--- src/rtl/dram_ctrl_pkg.sv ---
package dram_ctrl_pkg;
  typedef enum logic [3:0] {
    ST_PWRUP,
    ST_RF_CAS,
    ST_RF_RAS,
    ST_PRE,
    ST_IDLE,
    ST_ROW,
    ST_COLS,
    ST_CAS,
    ST_DONE,
    ST_OPEN
  } ctl_st_e;
endpackage

--- src/rtl/dram_step_cnt.sv ---
module dram_step_cnt #(
  parameter int W       = 8,
  parameter int RST_VAL = 0
) (
  input  logic         clk,
  input  logic         rst_n,
  input  logic         load,
  input  logic [W-1:0] load_val,
  output logic         zero
);
  logic [W-1:0] cnt;

  always_ff @(posedge clk) begin
    if (!rst_n)      cnt <= W'(RST_VAL);
    else if (load)   cnt <= load_val;
    else if (!zero)  cnt <= cnt - 1'b1;
  end

  assign zero = (cnt == '0);
endmodule

--- src/rtl/dram_rfsh_timer.sv ---
module dram_rfsh_timer #(
  parameter int INTERVAL = 780
) (
  input  logic clk,
  input  logic rst_n,
  input  logic en,
  input  logic served,
  output logic owed
);
  localparam int TW = $clog2(INTERVAL + 1);
  logic [TW-1:0] tcnt;
  logic          tick;

  assign tick = en && (tcnt == TW'(INTERVAL - 1));

  always_ff @(posedge clk) begin
    if (!rst_n) begin
      tcnt <= '0;
      owed <= 1'b0;
    end else begin
      if (!en)       tcnt <= '0;
      else if (tick) tcnt <= '0;
      else           tcnt <= tcnt + 1'b1;
      if (tick)        owed <= 1'b1;
      else if (served) owed <= 1'b0;
    end
  end


  owed_overrun_chk: assert property (@(posedge clk) disable iff (!rst_n)
    tick |-> !owed);
endmodule

--- src/rtl/dram_ras_watch.sv ---
module dram_ras_watch #(
  parameter int W = 8
) (
  input  logic         clk,
  input  logic         rst_n,
  input  logic         ras_n,
  output logic [W-1:0] hi_cnt,
  output logic [W-1:0] lo_cnt
);
  localparam logic [W-1:0] SAT = '1;

  always_ff @(posedge clk) begin
    if (!rst_n) begin
      hi_cnt <= '0;
      lo_cnt <= '0;
    end else if (ras_n) begin
      lo_cnt <= '0;
      if (hi_cnt != SAT) hi_cnt <= hi_cnt + 1'b1;
    end else begin
      hi_cnt <= '0;
      if (lo_cnt != SAT) lo_cnt <= lo_cnt + 1'b1;
    end
  end
endmodule

--- src/rtl/fpm_dram_ctrl.sv ---
module fpm_dram_ctrl
  import dram_ctrl_pkg::*;
#(
  parameter int ROW_W        = 11,
  parameter int COL_W        = 11,
  parameter int INIT_CYC     = 10000,
  parameter int INIT_REFS    = 8,
  parameter int REF_INTERVAL = 780,
  parameter int PAGE_MAX     = 9000,
  parameter int T_RP         = 2,
  parameter int T_RAS        = 3,
  parameter int T_RCD        = 2,
  parameter int T_CAS        = 2,
  parameter int T_CSR        = 1
) (
  input  logic                   clk,
  input  logic                   rst_n,
  input  logic                   req_valid,
  output logic                   req_ready,
  input  logic                   req_we,
  input  logic [ROW_W+COL_W-1:0] req_addr,
  input  logic                   req_wdata,
  output logic                   rsp_rdata,
  output logic                   dram_ras_n,
  output logic                   dram_cas_n,
  output logic                   dram_we_n,
  output logic [((ROW_W > COL_W) ? ROW_W : COL_W)-1:0] dram_a,
  output logic                   dram_di,
  input  logic                   dram_do
);
  localparam int ADDR_W     = ROW_W + COL_W;
  localparam int A_W        = (ROW_W > COL_W) ? ROW_W : COL_W;
  localparam int CNT_W      = $clog2(INIT_CYC + 1);
  localparam int WATCH_W    = $clog2(PAGE_MAX + 2) + 1;
  localparam int PAGE_CLOSE = PAGE_MAX - (T_CAS + 4);
  localparam int REFN_W     = $clog2(INIT_REFS + 1);

  ctl_st_e st, nxt;
  logic             load;
  logic [CNT_W-1:0] load_val;
  logic             zero;
  logic             owed, served, init_done;
  logic [REFN_W-1:0] init_left;
  logic [ROW_W-1:0]  open_row;
  logic [COL_W-1:0]  cur_col;
  logic              cur_we, cur_wd;
  logic [WATCH_W-1:0] hi_cnt, lo_cnt;
  logic              row_hit, page_old, take_req;

  dram_step_cnt #(.W(CNT_W), .RST_VAL(INIT_CYC - 1)) u_step (
    .clk(clk), .rst_n(rst_n), .load(load), .load_val(load_val), .zero(zero)
  );

  dram_rfsh_timer #(.INTERVAL(REF_INTERVAL)) u_rfsh (
    .clk(clk), .rst_n(rst_n), .en(init_done), .served(served), .owed(owed)
  );

  dram_ras_watch #(.W(WATCH_W)) u_watch (
    .clk(clk), .rst_n(rst_n), .ras_n(dram_ras_n), .hi_cnt(hi_cnt), .lo_cnt(lo_cnt)
  );

  assign init_done = (init_left == '0);
  assign served    = (st == ST_RF_RAS) && zero && init_done;
  assign row_hit   = (req_addr[ADDR_W-1 -: ROW_W] == open_row);
  assign page_old  = (lo_cnt >= WATCH_W'(PAGE_CLOSE)) && (lo_cnt >= WATCH_W'(T_RAS));

  always_comb begin
    nxt      = st;
    load     = 1'b0;
    load_val = '0;
    take_req = 1'b0;
    case (st)
      ST_PWRUP: if (zero) begin
        nxt = ST_RF_CAS; load = 1'b1; load_val = CNT_W'(T_CSR - 1);
      end
      ST_RF_CAS: if (zero) begin
        nxt = ST_RF_RAS; load = 1'b1; load_val = CNT_W'(T_RAS - 1);
      end
      ST_RF_RAS: if (zero) begin
        nxt = ST_PRE; load = 1'b1; load_val = CNT_W'(T_RP - 1);
      end
      ST_PRE: if (zero) begin
        if (!init_done || owed) begin
          nxt = ST_RF_CAS; load = 1'b1; load_val = CNT_W'(T_CSR - 1);
        end else begin
          nxt = ST_IDLE;
        end
      end
      ST_IDLE: begin
        if (owed) begin
          nxt = ST_RF_CAS; load = 1'b1; load_val = CNT_W'(T_CSR - 1);
        end else if (req_valid) begin
          nxt = ST_ROW; load = 1'b1; load_val = CNT_W'(T_RCD - 1);
        end
      end
      ST_ROW: if (zero) begin
        nxt = ST_COLS; take_req = 1'b1;
      end
      ST_COLS: begin
        nxt = ST_CAS; load = 1'b1; load_val = CNT_W'(T_CAS - 1);
      end
      ST_CAS: if (zero) nxt = ST_DONE;
      ST_DONE: nxt = ST_OPEN;
      ST_OPEN: begin
        if (owed || page_old || (req_valid && !row_hit)) begin
          nxt = ST_PRE; load = 1'b1; load_val = CNT_W'(T_RP - 1);
        end else if (req_valid) begin
          nxt = ST_COLS; take_req = 1'b1;
        end
      end
      default: nxt = ST_PRE;
    endcase
  end

  always_ff @(posedge clk) begin
    if (!rst_n) begin
      st        <= ST_PWRUP;
      init_left <= REFN_W'(INIT_REFS);
      open_row  <= '0;
      cur_col   <= '0;
      cur_we    <= 1'b0;
      cur_wd    <= 1'b0;
      rsp_rdata <= 1'b0;
    end else begin
      st <= nxt;
      if (st == ST_RF_RAS && zero && !init_done) init_left <= init_left - 1'b1;
      if (st == ST_IDLE && nxt == ST_ROW) open_row <= req_addr[ADDR_W-1 -: ROW_W];
      if (take_req) begin
        cur_col <= req_addr[COL_W-1:0];
        cur_we  <= req_we;
        cur_wd  <= req_wdata;
      end
      if (st == ST_CAS && zero && !cur_we) rsp_rdata <= dram_do;
    end
  end

  assign dram_ras_n = !(st inside {ST_RF_RAS, ST_ROW, ST_COLS, ST_CAS, ST_DONE, ST_OPEN});
  assign dram_cas_n = !(st inside {ST_RF_CAS, ST_RF_RAS, ST_CAS});
  assign dram_we_n  = !((st inside {ST_COLS, ST_CAS}) && cur_we);
  assign dram_a     = (st == ST_ROW) ? A_W'(open_row) : A_W'(cur_col);
  assign dram_di    = cur_wd;
  assign req_ready  = (st == ST_DONE);


  cbr_we_high_chk: assert property (@(posedge clk) disable iff (!rst_n)
    ($fell(dram_ras_n) && !dram_cas_n) |-> dram_we_n);

  ras_precharge_chk: assert property (@(posedge clk) disable iff (!rst_n)
    $fell(dram_ras_n) |-> (hi_cnt >= WATCH_W'(T_RP)));

  early_write_chk: assert property (@(posedge clk) disable iff (!rst_n)
    ($fell(dram_cas_n) && !dram_ras_n) |-> ($stable(dram_we_n) && $stable(dram_di)));

  ready_pulse_chk: assert property (@(posedge clk) disable iff (!rst_n)
    req_ready |=> !req_ready);

  ready_valid_chk: assert property (@(posedge clk) disable iff (!rst_n)
    req_ready |-> req_valid);

  no_access_early_chk: assert property (@(posedge clk) disable iff (!rst_n)
    !init_done |-> !req_ready);

  page_limit_chk: assert property (@(posedge clk) disable iff (!rst_n)
    lo_cnt <= WATCH_W'(PAGE_MAX));
endmodule

--- config.mk ---
export PLATFORM = sky130hd
export DESIGN_NAME = fpm_dram_ctrl
export DESIGN_NICKNAME = d
export VERILOG_FILES = /design/src/rtl/dram_ctrl_pkg.sv /design/src/rtl/dram_step_cnt.sv /design/src/rtl/dram_rfsh_timer.sv /design/src/rtl/dram_ras_watch.sv /design/src/rtl/fpm_dram_ctrl.sv
export SDC_FILE = /design/constraint.sdc
export NUM_CORES = 1
export LEC_CHECK = 0
export BUFFER_PORTS_ARGS = -buffer_cell sky130_fd_sc_hd__buf_4
export CAP_MARGIN = 20
export CORE_ASPECT_RATIO = 1.1
export CORE_MARGIN = 2
export CORE_UTILIZATION = 38
export CTS_CLUSTER_SIZE = 25
export DETAILED_ROUTE_END_ITERATION = 10
export SYNTH_ARGS = -nofsm -noshare
export SYNTH_HDL_FRONTEND = slang
export SYNTH_SLANG_ARGS = --single-unit
--- constraint.sdc ---
create_clock -name clk -period 3 [get_ports clk]
set_input_delay 0.15 -clock clk [delete_from_list [all_inputs] [get_ports clk]]
set_output_delay 0.15 -clock clk [all_outputs]
set_load 0.02 [all_outputs]
==> flow_summary.yaml <==
place:
  numPortBuffers: 44
  routabilityCongestion: 0.823
  place_area_mm2: 0.00416
  hpwlAfterDp_mm: 5.70
sta:
  period_share_pct: 87.6
  hold_violations: 0
  finClkSkew_ps: 13.9
  relSlewSlack_pct: 57.3
  worst_pin_slew_ps: 638
  fin_crit_ps: 2630
  setup_violations: 0
  rsz0062_at_grt: "false"
  final_max_slew_viol_count: 0
  hold_slack_ps: 52.3
  setup_tns_ps: 0
  max_freq_mhz: 381
grt:
  grt_pass1_wl_mm: 13.8
  grt-ovfl-total: 0
  grt_pass1_vias: 2935
  grt_antenna_before_repair: 0
  grt_usage_pct: 15.8
  grt_max_degree: 44
yosys:
  synth_cell_types: 49
  ys_top_cells_by_area: "dfxtp_1, mux2i_1, xor2_1"
  yosys_warnings: 0
  synth_fp_nets: 456
  synth_edf_count: 0
  syn_area_per_cell_um2: 8.81
  synth-xor-area-share_pct: 10.3
  synth_compound_area_share_pct: 8.63
  async_flop_share_pct: 0
  synth_top_area_share_pct: 39.2
  synth_seq_cells: 73
  syn_area_mm2: 0.00373
  yosys.area_share.adder_pct: 1.68
  yosysSeqAreaShare_pct: 39.2
  synthCells: 423
  synth_top_area_cell: "dfxtp_1"
  synth_top_family_by_area: "simple AND/OR/NAND/NOR gates"
  synthMuxAreaShare_pct: 10.6
  ys.flop_type: "dfxtp_1"
  synthSimpleGateAreaFrac_pct: 26.4
finish:
  diodes: 0
  n_fill_cell: 953
  num-nets-final: 496
  final_util_pct: 46.4
  layout_common_cells: "dfxtp_1, buf_4, nand2_1"
  layout_commonest_cell: "dfxtp_1"
  syn2layout_area_growth_pct: 17.5
  drive_above_1_share_pct: 18.2
  design_area_mm2: 0.00438
job:
  max_cap_violations: 0
clocking:
  post_cts_resized: 0
  hold_buffers: 0
  cts_tree: "yes"
  cts_setup_buffers: 0
  cts_buffers: 9
  clock_path_buffers: 2
  cts_sinks: 73
  cts-root-buf: "clkbuf_8"
  htree_levels: 3
  clock_latency_ps: 340
  path_clk_slew_ps: 80
drt:
  wirelength_mm: 7.98
  drc: 0
  ant_nets: 0
  viasPerCell: 5.16
  dr.pass1.iters: 4
  vias: 3021
  drtIter0Drc: 193
  wl_per_cell_um: 13.6
critical_path:
  start_kind: "register"
  endpoint_kind: "register"
  cpPeakStageDelay_ps: 630
  crit_fanout: 11
  worst_ep_arrival_time_ps: 2870
  critPathSlowestCell: "or4_4"
  worst-path-buf-inv: 1
  crit_chain: "inv_1 > ha_1 > or3b_2 > or4_4 > nor4_4 > nand2_1 > xnor2_1 > and2_1"
  cp.required_ps: 3240
  path_delay_family: "simple AND/OR/NAND/NOR gates"
  worstSetupPathType: "reg -> reg"
die:
  design.die.area_mm2: 0.0106
  die_h_um: 108
  core-area_mm2: 0.00944
  start_util_pct: 39.5
  pin_count: 45
  fp-row-count: 37
  die_width_um: 98.4
pwr:
  peakVddDrop_mv: 0.230
  p_leak_nw: 1.78
  power_density_mw_per_mm2: 435
worst_hold_path:
  min_path_type: "in -> reg"
outcome:
  outcome: "complete, no violations"
[synthesized netlist by cell type (3+ instances only)]
master     n
a211oi_1   3
a21boi_0   3
a21oi_1    7
a31oi_1    4
and2_1     4
and3_1     9
and4_1     5
buf_2      3
clkbuf_1  13
dfxtp_1   73
ha_1       5
inv_1      9
mux2_2    13
mux2i_1   25
nand2_1   46
nand2b_1  10
nand3_1   12
nand4_1   13
nor2_1    44
nor2b_1   13
nor3_1     8
nor3b_1    3
nor4_1     5
o21ai_0   10
or2_2      3
or3_1      4
or4_1      5
xnor2_1   20
xor2_1    24
[flip-flops by register name, summed over array words and instances (netlist names)]
register,flops
u_step.cnt,14
u_rfsh.tcnt,10
dram_di,1
init_left,4
open_row,11
u_rfsh.owed,1
st,4
u_watch.lo_cnt,15
cur_col,11
cur_we,1
rsp_rdata,1
[per-layer routing]
layer / GRT usage [%] / wire [um] / up-vias
met5: 0 / 0 / -
met4: 3.72 / 65 / 0
met2: 25.8 / 3910 / 44
met1: 20.9 / 3780 / 1411
li1: - / - / 1562
met3: 4.42 / 223 / 4
[area by class of cell]
class	count	area [um2]	area share (%)
clock buffers	12	145	3.32
clock inverters	4	76.3	1.74
inverters	9	33.8	0.772
multi-input cells	322	2150	49.2
flip-flops and latches	73	1460	33.4
well taps	117	146	3.34
repair buffers	48	360	8.23
[worst reg2reg max path, cell delays in order (launching register included)]
cell and delay [ps]:
dfxtp_1 340, inv_1 80, ha_1 170, or3b_2 500, or4_4 630, nor4_4 410
nand2_1 120, xnor2_1 130, and2_1 150
[where the power goes]
| group | total (mW) | switching, mW | internal [mW] |
|---|---|---|---|
| sequential | 0.974 | 0.00275 | 0.971 |
| clock | 0.856 | 0.362 | 0.494 |
| combinational | 0.0740 | 0.0321 | 0.0420 |
| total | 1.90 | 0.397 | 1.51 |
[metrics by stage]
stage | power [mW] | cells | setup WS [ps]
final | 1.90 | 585 | 373
after global routing | 1.99 | 585 | 267
after CTS | 1.93 | 585 | 388
after detailed placement | 1.07 | 569 | 401
after global placement | 1.07 | 569 | 429
after floorplan | 1.03 | 423 | 480
[cells by family after synthesis]
kind of cell / count (synthesis)
AOI/OAI and AO/OA: 46
xor gates and xnor gates: 44
adders and majority gates: 5
buffers and inverters: 28
DFF: 73
muxes: 38
and+or+nand+nor: 189
[worst paths after layout]
path / from / endpoint / slack (ps) / depth (start not counted)
max: u_step.cnt[0] / init_left[2] / 370 / 8
min: req_addr[6] / cur_col[6] / 50 / 3
max reg2reg: u_step.cnt[0] / init_left[2] / 370 / 8
min reg2reg: cur_col[6] / cur_col[6] / 460 / 2
No activity file was read; power rests on OpenSTA's default activity.
